`config.mk`:
```
export PLATFORM = sky130hd
export DESIGN_NAME = sync_serial_master
export DESIGN_NICKNAME = d
export VERILOG_FILES = /design/src/rtl/ssm_pkg.sv /design/src/rtl/ssm_regs.sv /design/src/rtl/ssm_tick.sv /design/src/rtl/ssm_fsm.sv /design/src/rtl/ssm_shift.sv /design/src/rtl/sync_serial_master.sv
export SDC_FILE = /design/constraint.sdc
export NUM_CORES = 1
export LEC_CHECK = 0
export BUFFER_PORTS_ARGS = -buffer_cell sky130_fd_sc_hd__buf_2
export CAP_MARGIN = 25
export CELL_PAD_IN_SITES_DETAIL_PLACEMENT = 2
export CELL_PAD_IN_SITES_GLOBAL_PLACEMENT = 2
export CORE_MARGIN = 5
export CORE_UTILIZATION = 30
export CTS_CLUSTER_SIZE = 10
export DETAILED_ROUTE_END_ITERATION = 8
export GPL_ROUTABILITY_DRIVEN = 0
export PLACE_DENSITY = 0.7
export SLEW_MARGIN = 20
export SYNTH_ARGS = -nofsm -noshare
export SYNTH_HDL_FRONTEND = slang
export SYNTH_SLANG_ARGS = --single-unit
export TNS_END_PERCENT = 100
```
`constraint.sdc`:
```
create_clock -name clk -period 2.13 [get_ports clk]
set_clock_uncertainty 0.15 [all_clocks]
set_input_delay 0.426 -clock clk [delete_from_list [all_inputs] [get_ports clk]]
set_output_delay 0.426 -clock clk [all_outputs]
set_load 0.03 [all_outputs]
```
`src/rtl/ssm_pkg.sv`:
```
package ssm_pkg;
    typedef enum logic [1:0] {
        ST_IDLE = 2'd0,
        ST_LOW  = 2'd1,
        ST_HIGH = 2'd2
    } ssm_state_e;

    localparam int unsigned SSM_ADDR_W = 2;
    localparam logic [SSM_ADDR_W-1:0] ADDR_CTRL = 2'd0;
    localparam logic [SSM_ADDR_W-1:0] ADDR_DATA = 2'd1;
    localparam logic [SSM_ADDR_W-1:0] ADDR_CMD  = 2'd2;
    localparam logic [SSM_ADDR_W-1:0] ADDR_NONE = 2'd3;
endpackage

```
`src/rtl/ssm_regs.sv`:
```
module ssm_regs
    import ssm_pkg::*;
#(
    parameter int DATA_W = 8,
    parameter int DIV_W  = 2
) (
    input  logic                  clk,
    input  logic                  rst_n,
    input  logic                  wr_en,
    input  logic [SSM_ADDR_W-1:0] wr_addr,
    input  logic [DATA_W-1:0]     wr_data,
    input  logic                  busy,
    output logic [DIV_W+1:0]      ctrl,
    output logic                  start_wr,
    output logic                  start_rd
);
    localparam int CTRL_W = DIV_W + 2;

    logic accept;
    assign accept   = wr_en && !busy;
    assign start_wr = accept && (wr_addr == ADDR_DATA);
    assign start_rd = accept && (wr_addr == ADDR_CMD) && wr_data[0];

    always_ff @(posedge clk or negedge rst_n) begin
        if (!rst_n) begin
            ctrl <= '0;
        end else if (accept && (wr_addr == ADDR_CTRL)) begin
            ctrl <= wr_data[CTRL_W-1:0];
        end
    end

    AST_CTRL_FROZEN: assert property (@(posedge clk) disable iff (!rst_n)
        busy && $past(busy) |-> $stable(ctrl));
endmodule

```
`src/rtl/ssm_tick.sv`:
```
module ssm_tick #(
    parameter int DIV_W = 2
) (
    input  logic             clk,
    input  logic             rst_n,
    input  logic             clear,
    input  logic             run,
    input  logic [DIV_W-1:0] div,
    output logic             tick
);
    localparam int CNT_W = (1 << DIV_W) - 1;

    logic [CNT_W:0]   span;
    logic [CNT_W-1:0] limit;
    logic [CNT_W-1:0] cnt;

    always_comb begin
        span  = (CNT_W+1)'(1) << div;
        limit = CNT_W'(span - 1'b1);
    end

    assign tick = run && (cnt == limit);

    always_ff @(posedge clk or negedge rst_n) begin
        if (!rst_n) begin
            cnt <= '0;
        end else if (clear || !run || tick) begin
            cnt <= '0;
        end else begin
            cnt <= cnt + 1'b1;
        end
    end

    AST_CNT_RANGE: assert property (@(posedge clk) disable iff (!rst_n)
        run |-> cnt <= limit);
endmodule

```
`src/rtl/ssm_fsm.sv`:
```
module ssm_fsm
    import ssm_pkg::*;
#(
    parameter int DATA_W = 8
) (
    input  logic clk,
    input  logic rst_n,
    input  logic start_wr,
    input  logic start_rd,
    input  logic tick,
    output logic sclk,
    output logic busy,
    output logic is_wr,
    output logic done,
    output logic rise_evt,
    output logic fall_evt
);
    localparam int BIT_W = $clog2(DATA_W);

    ssm_state_e       state, nxt;
    logic [BIT_W-1:0] bit_idx;
    logic             last_bit;
    logic             finish;
    logic             start;

    assign start    = start_wr || start_rd;
    assign last_bit = (bit_idx == BIT_W'(DATA_W - 1));

    always_ff @(posedge clk or negedge rst_n) begin
        if (!rst_n) begin
            state <= ST_IDLE;
        end else begin
            state <= nxt;
        end
    end

    always_comb begin
        nxt = state;
        unique case (state)
            ST_IDLE: if (start) nxt = ST_LOW;
            ST_LOW:  if (tick)  nxt = ST_HIGH;
            ST_HIGH: if (tick)  nxt = last_bit ? ST_IDLE : ST_LOW;
            default: nxt = ST_IDLE;
        endcase
    end

    always_comb begin
        sclk     = (state == ST_HIGH);
        busy     = (state != ST_IDLE);
        rise_evt = (state == ST_LOW)  && tick;
        fall_evt = (state == ST_HIGH) && tick && !last_bit;
        finish   = (state == ST_HIGH) && tick && last_bit;
    end

    always_ff @(posedge clk or negedge rst_n) begin
        if (!rst_n) begin
            bit_idx <= '0;
            is_wr   <= 1'b0;
            done    <= 1'b0;
        end else if (start && !busy) begin
            bit_idx <= '0;
            is_wr   <= start_wr;
            done    <= 1'b0;
        end else begin
            if (fall_evt) bit_idx <= bit_idx + 1'b1;
            if (finish)   done    <= 1'b1;
        end
    end

    AST_DONE_AT_END: assert property (@(posedge clk) disable iff (!rst_n)
        $fell(busy) |-> done);
    AST_DIR_HELD: assert property (@(posedge clk) disable iff (!rst_n)
        busy && $past(busy) |-> $stable(is_wr));
endmodule

```
`src/rtl/ssm_shift.sv`:
```
module ssm_shift #(
    parameter int DATA_W = 8
) (
    input  logic              clk,
    input  logic              rst_n,
    input  logic              load,
    input  logic [DATA_W-1:0] load_data,
    input  logic              fall_evt,
    input  logic              rise_evt,
    input  logic              capture,
    input  logic              busy,
    input  logic              sdi,
    output logic              sdo,
    output logic [DATA_W-1:0] rx_byte
);
    logic [DATA_W-1:0] tx_sh;

    always_ff @(posedge clk or negedge rst_n) begin
        if (!rst_n) begin
            tx_sh <= '0;
        end else if (load) begin
            tx_sh <= load_data;
        end else if (fall_evt) begin
            tx_sh <= {tx_sh[DATA_W-2:0], 1'b0};
        end
    end

    always_ff @(posedge clk or negedge rst_n) begin
        if (!rst_n) begin
            rx_byte <= '0;
        end else if (rise_evt && capture) begin
            rx_byte <= {rx_byte[DATA_W-2:0], sdi};
        end
    end

    assign sdo = tx_sh[DATA_W-1];

    AST_SDO_HOLD: assert property (@(posedge clk) disable iff (!rst_n)
        busy && $past(busy) && !$past(fall_evt) |-> $stable(sdo));
endmodule

```
`src/rtl/sync_serial_master.sv`:
```
module sync_serial_master
    import ssm_pkg::*;
#(
    parameter int DATA_W = 8,
    parameter int DIV_W  = 2
) (
    input  logic                  clk,
    input  logic                  rst_n,
    input  logic                  wr_en,
    input  logic [SSM_ADDR_W-1:0] wr_addr,
    input  logic [DATA_W-1:0]     wr_data,
    input  logic [SSM_ADDR_W-1:0] rd_addr,
    output logic [DATA_W-1:0]     rd_data,
    output logic                  sclk,
    output logic [1:0]            sel_n,
    output logic                  sdo,
    output logic                  sdo_oe,
    input  logic                  sdi
);
    localparam int NUM_SLAVES = 2;
    localparam int EN_BIT     = DIV_W;
    localparam int PICK_BIT   = DIV_W + 1;

    logic [DIV_W+1:0]  ctrl;
    logic              start_wr, start_rd;
    logic              busy, is_wr, done;
    logic              tick, rise_evt, fall_evt;
    logic [DATA_W-1:0] rx_byte;

    ssm_regs #(.DATA_W(DATA_W), .DIV_W(DIV_W)) u_regs (
        .clk(clk), .rst_n(rst_n), .wr_en(wr_en), .wr_addr(wr_addr),
        .wr_data(wr_data), .busy(busy), .ctrl(ctrl),
        .start_wr(start_wr), .start_rd(start_rd)
    );

    ssm_tick #(.DIV_W(DIV_W)) u_tick (
        .clk(clk), .rst_n(rst_n), .clear(start_wr || start_rd), .run(busy),
        .div(ctrl[DIV_W-1:0]), .tick(tick)
    );

    ssm_fsm #(.DATA_W(DATA_W)) u_fsm (
        .clk(clk), .rst_n(rst_n), .start_wr(start_wr), .start_rd(start_rd),
        .tick(tick), .sclk(sclk), .busy(busy), .is_wr(is_wr), .done(done),
        .rise_evt(rise_evt), .fall_evt(fall_evt)
    );

    ssm_shift #(.DATA_W(DATA_W)) u_shift (
        .clk(clk), .rst_n(rst_n), .load(start_wr || start_rd), .load_data(wr_data),
        .fall_evt(fall_evt), .rise_evt(rise_evt), .capture(!is_wr), .busy(busy),
        .sdi(sdi), .sdo(sdo), .rx_byte(rx_byte)
    );

    assign sdo_oe = busy && is_wr;

    for (genvar s = 0; s < NUM_SLAVES; s++) begin : g_sel
        assign sel_n[s] = ~(ctrl[EN_BIT] && (int'(ctrl[PICK_BIT]) == s));
    end

    always_comb begin
        unique case (rd_addr)
            ADDR_CTRL: rd_data = DATA_W'(ctrl);
            ADDR_DATA: rd_data = rx_byte;
            ADDR_CMD:  rd_data = DATA_W'({done, busy});
            ADDR_NONE: rd_data = '0;
            default:   rd_data = '0;
        endcase
    end

    AST_OE_HELD: assert property (@(posedge clk) disable iff (!rst_n)
        $past(sdo_oe) && busy |-> sdo_oe);
    AST_SEL_STEADY: assert property (@(posedge clk) disable iff (!rst_n)
        busy && $past(busy) |-> $stable(sel_n));
    AST_SEL_EXCLUSIVE: assert property (@(posedge clk) disable iff (!rst_n)
        $onehot0(~sel_n));
endmodule

```
==> impl_results.md, run 1 <==
- Status: finished, final reports clean
- Most common cell after layout, fill and taps aside: dfrtp_1
- Final Util: 38.5%
- Core area: 4720 µm²
- Antenna Violating Nets Remaining: 0
- CTS tree: done
- Initial Utilization: 31.1%
- Post-synthesis compound-gate area fraction: 9.37%
- R2r setup slk: 0.16 ns
- Setup TNS: 0 ns
- TritonRoute pass-1 iters: 3
- Final Slew Violations: 0
- Final min period: 1.97 ns
- Area of the multi-input gates: 689 µm²
- Peak supply drop: 423 µV
- Worst setup path end: u_shift.tx_sh[2]$_DFFE_PN0P_
- Worst Hold Class: in -> async
- DR vias: 1125
- Number of global-route vias before repair: 1302
- Worst-path fanout max: 14
- RSZ-0062 raised after global routing: false
- Xor-xnor portion of the synthesized cell area: 0.596%
- Sequential cell area: 751 µm²
- Req. time, crit path: 2.13 ns
- Final period utilization: 92.5%
- Clock Sinks: 30
- Diode count: 0
- Synth Area in Adders: 2.56%
- Cell taking the most area after synthesis: dfrtp_1
- Synth top area share: 51.1%
- Nets: 188
- Placed Area: 1720 µm²
- Chip width: 80.0 µm
- Worst EP arrival: 1.97 ns
- Most frequent cells in the layout: dfrtp_1 (30), buf_2 (28), nor2_1 (14)
- Hold_ws: 0.0270 ns
- Multiplexer share of the synthesized area: 18.1%
- Initial antenna violation count: 0
- Sequential share of the synthesized area: 51.1%
- Layout cells sized above 1: 35.3%
- Mapped cell area: 1470 µm²
- First-pass GRT wire length: 6.33 mm
- Finished Cell Area: 1820 µm²
- DP Wirelength: 2.78 mm
- Pleak: 0.848 nW
- DRC viols: 0
- Syn_nets: 153
- Max cap viols: 0
- Final hold vios: 0
- Synth Warn #: 0
- Total power: 2.46 mW
- Rows: 25
- Area Overhead vs Synth: 23.7%
- Clock Root Buffer: clkbuf_8
- Worst skew pair latency: 0.28 ns
- Max-slew headroom: 54.2%
- Num CTS Buffers: 5
- PortBufs: 28
- Power per cell area: 1350 nW/µm²
- Worst r2r path cells: 6
- # fillers: 498
- GRT Total Usage: 13.1%
- Worst Setup Start Kind: flip-flop
- Dominant cells by area after synthesis: dfrtp_1 (51%), mux2_2 (9.2%), mux2i_1 (8.9%)
- Reg clk slew, reported paths: 0.07 ns
- FF-to-FF End: u_shift.tx_sh[2]$_DFFE_PN0P_
- Crit Path Category: reg -> reg
- Main combinational cell family by area after synthesis: multiplexers
- Die Y: 80.0 µm
- # setup viols final: 0
- Worst reg2reg path startpoint: u_tick.cnt[1]$_DFF_PN0_
- Hold_buf cts: 0
- CTS H-tree lvls: 2
- Clk buf depth: 2
- CP endpoint kind: flip-flop
- Worst-Margin Slew: 0.687 ns
- Worst Setup SP: u_tick.cnt[1]$_DFF_PN0_
- Fmax: 508 MHz
- I/O Pins: 29
- Via-per-instance ratio: 4.75
- Post-synthesis simple-gate area fraction: 15.9%
- Die ar.: 6400 µm²
- WL/cell: 15.5 µm
- Starting DRT DRC Count: 29
- Syn avg cell area: 11.0 µm²
- Mapped Cells: 134
- Synth unique cells: 29
- Largest net degree at the start of global routing: 31
- Grt total ovfl: 0
- Routed wire length: 3.67 mm
- Number of synthesized register bits: 30
==> logic make-up (layout without fill, tap and decap cells) <==
family,after synthesis,in the layout
flip-flops,30,30
multiplexers,25,25
AO/OA/AOI/OAI,20,20
adder cells (fa/ha/maj),3,3
AND/OR/NAND/NOR,48,48
buffers and inverters,7,43
XOR/XNOR,1,1
==> routing by layer <==
layer	vias to the layer above	share of wire, %	GRT usage (%)
li1	537	-	-
met1	551	41	14.3
met2	27	51	22.5
met3	10	5.0	4.06
met4	0	2.3	6.76
met5	-	0	0
==> sequential cells by signal, summed over array words and instances, names as in the netlist <==
signal / count
u_shift.tx_sh: 8
u_fsm.is_wr: 1
u_fsm.state: 2
u_regs.ctrl: 4
u_fsm.done: 1
u_shift.rx_byte: 8
u_tick.cnt: 3
u_fsm.bit_idx: 3
==> per-stage QoR <==
stage / std cells / setup WS (ns)
detailed placement: 229 / 0.0159
global route: 237 / 0.00607
finish: 237 / 0.160
CTS: 237 / 0.00493
floorplan: 134 / 0.0793
global placement: 229 / 0.134
==> Yosys cell counts (all sizes together) <==
| library cell | n |
|---|---|
| nand3 | 2 |
| buf | 2 |
| and2 | 4 |
| mux2 | 12 |
| a211oi | 1 |
| and3 | 2 |
| a22oi | 1 |
| nor2 | 14 |
| o211ai | 1 |
| o22ai | 1 |
| a21oi | 9 |
| nor2b | 3 |
| o21ai | 4 |
| mux2i | 13 |
| xnor2 | 1 |
| ha | 3 |
| nand3b | 1 |
| nor4bb | 1 |
| nor3 | 4 |
| nand2b | 2 |
| nor3b | 1 |
| or2 | 2 |
| o2bb2ai | 1 |
| a31oi | 2 |
| inv | 2 |
| dfrtp | 30 |
| nand2 | 12 |
| clkbuf | 3 |
==> power by group <==
part           total (mW)  internal (mW)  switching [mW]  leakage, nW
logic               0.985          0.436           0.548        0.428
registers           0.984          0.803           0.181        0.373
clock network       0.487          0.259           0.228       0.0472
total                2.46           1.50           0.957        0.848
==> worst max-delay path, cell delays in order, from the launching register on <==
cell	delay (ns)
dfrtp_1	0.40
nor4bb_1	0.35
a22oi_2	0.14
a211oi_4	0.31
buf_12	0.18
mux2i_1	0.21
a21oi_1	0.09
==> what timing repair did <==
item / in CTS / in global routing
setup endpoints to repair: 0 / 11
hold endpoints to repair: 0 / 0
gates resized for setup: 0 / 2
buffers inserted: 0 / 0
==> layout make-up <==
cell class	count	area share, %
Clock buffer	6	4.55
Clock inverter	2	0.689
Inverter	2	0.413
Multi-Input combinational cell	97	37.9
Sequential cell	30	41.3
Tap cell	67	4.61
Timing Repair Buffer	33	10.5
==> worst min path at each step <==
stage | start | end | slack, ns | depth (start not counted)
4_1_cts | rst_n | u_shift.rx_byte[6]$_DFFE_PN0P_ | 0.05 | 1
3_3_place_gp | u_fsm.bit_idx[0]$_DFFE_PN0P_ | u_fsm.bit_idx[0]$_DFFE_PN0P_ | 0.33 | 1
2_1_floorplan | rst_n | u_fsm.bit_idx[0]$_DFFE_PN0P_ | -0.02 | 0
3_5_place_dp | u_fsm.bit_idx[0]$_DFFE_PN0P_ | u_fsm.bit_idx[0]$_DFFE_PN0P_ | 0.35 | 1
6_report | rst_n | u_shift.rx_byte[6]$_DFFE_PN0P_ | 0.03 | 1
5_1_grt | rst_n | u_shift.rx_byte[6]$_DFFE_PN0P_ | 0.09 | 1
(Power assumes the default switching activity.)
==> run 2, diff against run 1 <==
--- a/config.mk
+++ b/config.mk
@@ -5,16 +5,17 @@
 export SDC_FILE = /design/constraint.sdc
 export NUM_CORES = 1
 export LEC_CHECK = 0
+export ABC_AREA = 1
 export BUFFER_PORTS_ARGS = -buffer_cell sky130_fd_sc_hd__buf_2
 export CAP_MARGIN = 25
 export CELL_PAD_IN_SITES_DETAIL_PLACEMENT = 2
 export CELL_PAD_IN_SITES_GLOBAL_PLACEMENT = 2
 export CORE_MARGIN = 5
-export CORE_UTILIZATION = 30
+export CORE_UTILIZATION = 29
 export CTS_CLUSTER_SIZE = 10
 export DETAILED_ROUTE_END_ITERATION = 8
 export GPL_ROUTABILITY_DRIVEN = 0
-export PLACE_DENSITY = 0.7
+export PLACE_DENSITY = 0.73
 export SLEW_MARGIN = 20
 export SYNTH_ARGS = -nofsm -noshare
 export SYNTH_HDL_FRONTEND = slang
==> run 2 against run 1 <==
Effect of this change:
- global-route usage decreased by 0.14 points
- critical path depth fell by 3
- clock power increased by 1%
- sequential share of layout area decreased by 2.4 points
- final cell count is 29% higher
- largest power group unchanged
==> impl_results.md, run 2 <==
- WL/cell: 13.9 µm (was 15.5 µm)
- Via-per-instance ratio: 4.61 (was 4.75)
- Hold_buf cts: 0 (unchanged)
- Diode count: 0 (unchanged)
- Rows: 27 (was 25)
- Worst EP arrival: 1.32 ns (was 1.97 ns)
- DR vias: 1405 (was 1125)
- CTS H-tree lvls: 2 (unchanged)
- Routed wire length: 4.23 mm (was 3.67 mm)
- Finished Cell Area: 1930 µm² (was 1820 µm²)
- Crit Path Category: reg -> out (was reg -> reg)
- Final Slew Violations: 0 (unchanged)
- Max-slew headroom: 52.2% (was 54.2%)
- Number of synthesized flops with an enable pin: 0 (unchanged)
- # setup viols final: 0 (unchanged)
- Peak supply drop: 344 µV (was 423 µV)
- Final std cells w/o fill: 305 (was 237)
- Fmax: 526 MHz (was 508 MHz)
- Synth Warn #: 0 (unchanged)
- Nets: 251 (was 188)
- Antenna Violating Nets Remaining: 0 (unchanged)
- Clk buf depth: 2 (unchanged)
- Post-cts resize count: 0 (unchanged)
- Final min period: 1.90 ns (was 1.97 ns)
- Total power: 2.63 mW (was 2.46 mW)
- Cell taking the most area after synthesis: dfrtp_1 (unchanged)
- # placed instances: 297 (was 229)
- Regs by FF count: u_shift.rx_byte (8), u_shift.tx_sh (8), u_regs.ctrl (4) (unchanged)
- Worst-Margin Slew: 0.717 ns (was 0.687 ns)
- Status: finished, final reports clean (unchanged)
- Largest net degree at the start of global routing: 31 (unchanged)
- Synth top cells by count: nand2_1 (59), dfrtp_1 (30), inv_1 (28) (was dfrtp_1 (30), nor2_1 (14), mux2i_1 (13))
- Sequential share of the synthesized area: 46.6% (was 51.1%)
- Async set-reset flop share out of synthesis: 100% (unchanged)
- DRC viols: 0 (unchanged)
- Die ar.: 7140 µm² (was 6400 µm²)
- Mapped cell area: 1610 µm² (was 1470 µm²)
- Req. time, crit path: 1.55 ns (was 2.13 ns)
- First-pass GRT wire length: 7.34 mm (was 6.33 mm)
- Die Y: 84.5 µm (was 80.0 µm)
- Initial Utilization: 29.6% (was 31.1%)
- Clock Root Buffer: clkbuf_8 (unchanged)
- Most frequent cells in the layout: nand2_1 (59), dfrtp_1 (30), inv_1 (28), buf_2 (28), nand3_1 (19) (was dfrtp_1 (30), buf_2 (28), nor2_1 (14))
- Final period utilization: 89.2% (was 92.5%)
- Final hold vios: 0 (unchanged)
- Core area: 5440 µm² (was 4720 µm²)
- Synth Flop Type: dfrtp_1 (unchanged)
- Number of synthesized register bits: 30 (unchanged)
- Power per cell area: 1370 nW/µm² (was 1350 nW/µm²)
- Worst skew pair latency: 0.29 ns (was 0.28 ns)
- Chip width: 84.5 µm (was 80.0 µm)
- Placed Area: 1830 µm² (was 1720 µm²)
- Layout cells sized above 1: 26.6% (was 35.3%)
- Pleak: 1.01 nW (was 0.848 nW)
- CP endpoint kind: primary output (was flip-flop)
- Worst Setup Start Kind: flip-flop (unchanged)
- Most common cell after layout, fill and taps aside: nand2_1 (was dfrtp_1)
- CTS tree: done (unchanged)
- Number of global-route vias before repair: 1548 (was 1302)
- PortBufs: 28 (unchanged)
- Clock Sinks: 30 (unchanged)
- RSZ-0062 raised after global routing: false (unchanged)
- Grt total ovfl: 0 (unchanged)
- Reg clk slew, reported paths: 0.07 ns (about the same)
- Synth unique cells: 24 (was 29)
- Synth top area share: 46.6% (was 51.1%)
- Starting DRT DRC Count: 17 (was 29)
- Syn_nets: 217 (was 153)
- Most common cell in the synthesized netlist: nand2_1 (was dfrtp_1)
- DP Wirelength: 3.22 mm (was 2.78 mm)
- Setup TNS: 0 ns (unchanged)
- Num CTS Buffers: 5 (unchanged)
- Worst-path fanout max: 7 (was 14)
- Setup repair bufs after CTS: 0 (unchanged)
- Area Overhead vs Synth: 19.7% (was 23.7%)
- Dominant cells by area after synthesis: dfrtp_1 (47%), nand2_1 (14%), inv_1 (6.5%) (was dfrtp_1 (51%), mux2_2 (9.2%), mux2i_1 (8.9%))
- GRT Total Usage: 12.9% (was 13.1%)
- Max cap viols: 0 (unchanged)
- TritonRoute pass-1 iters: 4 (was 3)
- Mapped Cells: 198 (was 134)
- Initial antenna violation count: 0 (unchanged)
- Syn avg cell area: 8.13 µm² (was 11.0 µm²)
- I/O Pins: 29 (unchanged)
- Worst Hold Class: in -> async (unchanged)
run 2: cell types whose count changed in the layout (fill, tap and decap cells not counted), moves of 4 or more:
cell,before,now
nand2_1,12,59
inv_1,2,28
nand3_1,2,19
mux2i_1,13,0
mux2_2,12,0
o21ai_2,0,8
a21oi_1,9,2
o21ai_0,4,10
nand2_2,0,5
and2_1,4,0
run 2: report_power, final:
part | internal (mW) | switching (mW) | leakage (nW)
logic | 0.389 | 0.776 | 0.575
clock network | 0.259 | 0.233 | 0.0472
registers | 0.803 | 0.174 | 0.392
total | 1.45 | 1.18 | 1.01
run 2: path summary, 6_finish.rpt:
kind                                           startpoint                              to  slack [ns]  depth (start not counted)
setup reg to reg               u_fsm.state[0]$_DFFE_PN0P_    u_shift.tx_sh[7]$_DFFE_PN0P_        0.35                          9
hold reg to reg            u_shift.rx_byte[6]$_DFFE_PN0P_  u_shift.rx_byte[6]$_DFFE_PN0P_        0.34                          2
max in group asynchronous                           rst_n      u_fsm.state[0]$_DFFE_PN0P_        1.32                          1
setup / recovery               u_regs.ctrl[1]$_DFFE_PN0P_                      rd_data[1]        0.23                          3
min in group clk                               wr_data[0]    u_shift.tx_sh[0]$_DFFE_PN0P_        0.21                          3
hold / removal                                      rst_n  u_shift.rx_byte[0]$_DFFE_PN0P_        0.04                          1
run 2: cells by family after synthesis:
logic type	synth area share, %
xor+xnor	0.544
fa+ha+maj	2.33
flops	46.6
compound gates	9.79
buf+inv	9.17
simple gates	31.5
run 2: area by class of cell:
type / count / area [µm²]
multi-input combinational: 133 / 712
sequential: 30 / 751
inverter: 31 / 116
tap: 72 / 90.1
clock buffer: 6 / 82.6
clock inverter: 2 / 12.5
fill: 644 / 3510
timing repair buffer: 31 / 163
run 2: metrics by stage:
step / utilization [%] / hold WS [ns] / worst slack [ns]
floorplan: - / -0.0196 / 0.218
global placement: 33.7 / 0.318 / 0.266
detailed placement: 33.7 / 0.326 / 0.294
CTS: 35.4 / 0.0644 / 0.208
global route: 35.4 / 0.0971 / 0.127
finish: 35.4 / 0.0356 / 0.229
run 2: per-layer routing:
layer	wire length, µm	track usage, %
met5	0	0
met4	68	4.75
met3	196	4.42
met2	1980	21.1
met1	1990	15.8
run 2: critical path, stage by stage, from the launching register on:
cell and delay (ns):
dfrtp_1 0.47, inv_1 0.11, o221ai_1 0.22, buf_2 0.24
==> run 3, diff against run 2 <==
--- a/config.mk
+++ b/config.mk
@@ -11,13 +11,14 @@
 export CELL_PAD_IN_SITES_DETAIL_PLACEMENT = 2
 export CELL_PAD_IN_SITES_GLOBAL_PLACEMENT = 2
 export CORE_MARGIN = 5
-export CORE_UTILIZATION = 29
+export CORE_UTILIZATION = 28
 export CTS_CLUSTER_SIZE = 10
 export DETAILED_ROUTE_END_ITERATION = 8
 export GPL_ROUTABILITY_DRIVEN = 0
-export PLACE_DENSITY = 0.73
+export PLACE_DENSITY = 0.72
 export SLEW_MARGIN = 20
 export SYNTH_ARGS = -nofsm -noshare
 export SYNTH_HDL_FRONTEND = slang
+export SYNTH_HIERARCHICAL = 1
 export SYNTH_SLANG_ARGS = --single-unit
 export TNS_END_PERCENT = 100
==> run 3 against run 2 <==
Effect of this change:
- fmax shrank 1.9%
- register-to-register slack lost 0.15 ns
- synthesized cell count up 6.1%
- power fell by 0.57%
- sequential cell count did not move
- first-iteration DRC count grew 110%
- global-route usage increased by 0.58 points
- clock power grew 17%
- largest cell class unchanged
- largest power group unchanged
==> impl_results.md, run 3 <==
- Place WS: 0.0285 ns (was 0.294 ns)
- Combinational share of power: 39.9% (was 44.2%)
- Antenna Violating Nets Remaining: 0 (unchanged)
- Syn_nets: 229 (was 217)
- Die ar.: 7430 µm² (was 7140 µm²)
- RSZ-0062 raised after global routing: false (unchanged)
- WL/cell: 14.3 µm (was 13.9 µm)
- Synth top area share: 46.2% (was 46.6%)
- Starting DRT DRC Count: 36 (was 17)
- # placed instances: 311 (was 297)
- Psw: 1.13 mW (was 1.18 mW)
- Dominant cells by area after synthesis: dfrtp_1 (46%), nand2_1 (16%), nand3_1 (12%) (was dfrtp_1 (47%), nand2_1 (14%), inv_1 (6.5%))
- Top Usage Layer GRT: met2 (unchanged)
- Synth Warn #: 6 (was 0)
- DP Wirelength: 3.51 mm (was 3.22 mm)
- Synth unique cells: 23 (was 24)
- Routed wire length: 4.58 mm (was 4.23 mm)
- Final std cells w/o fill: 320 (was 305)
- Initial antenna violation count: 0 (unchanged)
- Clk buf depth: 2 (unchanged)
- Cell taking the most area after synthesis: dfrtp_1 (unchanged)
- # fillers: 679 (was 644)
- DRC viols: 0 (unchanged)
- Final min period: 1.94 ns (was 1.90 ns)
- Net Sw Frac: 43.1% (was 44.9%)
- Diode count: 0 (unchanged)
- CTS H-tree lvls: 2 (unchanged)
- Clock Root Buffer: clkbuf_8 (unchanged)
- Via-per-instance ratio: 4.66 (was 4.61)
- Crit Path Category: reg -> out (unchanged)
- Worst Hold Class: in -> async (unchanged)
- Pleak: 1.06 nW (was 1.01 nW)
- Worst skew pair latency: 0.28 ns (was 0.29 ns)
- I/O Pins: 29 (unchanged)
- Final Slew Violations: 0 (unchanged)
- Rows: 27 (unchanged)
- Fmax: 516 MHz (was 526 MHz)
- Worst EP arrival: 1.36 ns (was 1.32 ns)
- Setup TNS: 0 ns (unchanged)
- Die Y: 86.2 µm (was 84.5 µm)
- Worst Setup Start Kind: flip-flop (unchanged)
- Number of synthesized register bits: 30 (unchanged)
- Reg clk slew, reported paths: 0.06 ns (was 0.07 ns)
- Most common cell after layout, fill and taps aside: nand2_1 (unchanged)
- Flop pwr share: 38.1% (was 37.1%)
- Clock Sinks: 30 (unchanged)
- Final hold vios: 0 (unchanged)
- Worst-Margin Slew: 0.734 ns (was 0.717 ns)
- GRT met2 Usage: 23.7% (was 21.1%)
- GRT Total Usage: 13.5% (was 12.9%)
- Regs by FF count: u_shift/rx_byte (8), u_shift/tx_sh (8), u_regs/ctrl (4) (was u_shift.rx_byte (8), u_shift.tx_sh (8), u_regs.ctrl (4))
- Largest net degree at the start of global routing: 31 (unchanged)
- Final Worst Setup Slack: 0.192 ns (was 0.229 ns)
- Status: finished, final reports clean (unchanged)
- CTS tree: done (unchanged)
- Met1 global-route usage: 16.5% (was 15.8%)
- Most frequent cells in the layout: nand2_1 (69), nand3_1 (40), dfrtp_1 (29) (was nand2_1 (59), dfrtp_1 (30), inv_1 (28), buf_2 (28), nand3_1 (19))
- Initial Utilization: 29.2% (was 29.6%)
- DR vias: 1492 (was 1405)
- M3 GR Usage: 3.52% (was 4.42%)
- Synth Flop Type: dfrtp_1 (unchanged)
- Final period utilization: 91.0% (was 89.2%)
- Synth top cells by count: nand2_1 (69), nand3_1 (40), dfrtp_1 (30) (was nand2_1 (59), dfrtp_1 (30), inv_1 (28))
- Core area: 5570 µm² (was 5440 µm²)
- Num CTS Buffers: 5 (unchanged)
- Nets: 266 (was 251)
- Chip width: 86.2 µm (was 84.5 µm)
- CP endpoint kind: primary output (unchanged)
- # setup viols final: 0 (unchanged)
- Number of global-route vias before repair: 1626 (was 1548)
- Max-slew headroom: 51.1% (was 52.2%)
- Area Overhead vs Synth: 22.4% (was 19.7%)
- Pint: 1.49 mW (was 1.45 mW)
- PortBufs: 28 (unchanged)
- Mapped Cells: 210 (was 198)
- TritonRoute pass-1 iters: 4 (unchanged)
- Power per cell area: 1320 nW/µm² (was 1370 nW/µm²)
- Layout cells sized above 1: 25.4% (was 26.6%)
- Hold_buf cts: 0 (unchanged)
- Syn avg cell area: 7.75 µm² (was 8.13 µm²)
- Max cap viols: 0 (unchanged)
- First-pass GRT wire length: 7.89 mm (was 7.34 mm)
- Grt total ovfl: 0 (unchanged)
- Peak supply drop: 371 µV (was 344 µV)
- Sequential share of the synthesized area: 46.2% (was 46.6%)
- Async set-reset flop share out of synthesis: 100% (unchanged)
- Number of synthesized flops with an enable pin: 0 (unchanged)
- Req. time, crit path: 1.55 ns (about the same)
- Mapped cell area: 1630 µm² (was 1610 µm²)
- Worst-path fanout max: 6 (was 7)
- Clock power frac: 21.9% (was 18.7%)
- Most common cell in the synthesized netlist: nand2_1 (unchanged)
==> run 3: cell types whose count changed after synthesis, sizes merged, moves of 4 or more <==
cell,before,now
inv,31,27
nor2,15,23
nand3,24,43
nand2,64,72
o21ai,19,2
==> run 3: cell type report <==
cell class | instances | area, µm² | share of cell area, %
multi-input combinational | 149 | 741 | 37.2
timing repair buffer | 34 | 198 | 9.93
inverter | 27 | 101 | 5.09
sequential | 30 | 752 | 37.8
tap | 72 | 90.1 | 4.53
clock buffer | 5 | 68.8 | 3.46
clock inverter | 3 | 40.0 | 2.01
==> run 3: what timing repair did <==
item | 4_1_cts | 5_1_grt
hold endpoints to repair | 0 | 0
setup buffers | 0 | 1
resized for setup | 0 | 2
setup endpoints to repair | 0 | 19
==> run 3: stage by stage <==
step | total power, mW | area, µm² | hold slack [ns] | utilization, %
floorplan | 1.72 | 1630 | -0.0196 | -
global placement | 2.02 | 1860 | 0.307 | 33.4
detailed placement | 2.06 | 1860 | 0.321 | 33.4
CTS | 2.66 | 1970 | 0.0726 | 35.3
global route | 2.86 | 1990 | 0.104 | 35.7
finish | 2.62 | 1990 | 0.0507 | 35.7
==> run 3: worst max-delay path, stage by stage, from the launching register on <==
cell,delay (ns)
dfrtp_2,0.44
nor2_2,0.14
inv_1,0.12
nand3_1,0.12
nand3_1,0.09
buf_2,0.18
==> run 3: layer usage <==
layer,up-vias,part of all wire (%)
met5,-,0
met4,0,0.98
met3,5,4.4
met2,27,50
met1,728,44
li1,732,-
==> run 3: cells by family after synthesis <==
kind of cell / share of synthesized area (%)
buffers and inverters: 8.31
XOR/XNOR: 0.539
AND/OR/NAND/NOR: 40.6
flip-flops: 46.2
adder cells (fa/ha/maj): 2.31
AO/OA/AOI/OAI: 2.08
==> run 3: worst paths after layout <==
kind,to,from,cells past startpoint,slack [ns]
hold reg to reg,u_shift/tx_sh[0]$_DFFE_PN0P_,u_shift/tx_sh[0]$_DFFE_PN0P_,2,0.33
hold / removal,u_fsm/state[0]$_DFFE_PN0P_,rst_n,1,0.05
setup / recovery,rd_data[0],u_fsm/state[1]$_DFFE_PN0P_,5,0.19
min in group clk,u_shift/tx_sh[5]$_DFFE_PN0P_,wr_data[5],3,0.21
max in group asynchronous,u_fsm/state[1]$_DFFE_PN0P_,rst_n,1,1.28
setup reg to reg,u_shift/rx_byte[0]$_DFFE_PN0P_,u_fsm/state[1]$_DFFE_PN0P_,12,0.20
==> run 3: power by group through the flow <==
stage	logic, mW	clock network (mW)	registers (mW)
after floorplan	0.748	0	0.967
after global placement	1.02	0	0.996
after detailed placement	1.06	0	1.01
after CTS	1.06	0.598	1.00
after global routing	1.20	0.631	1.04
final	1.05	0.574	0.999
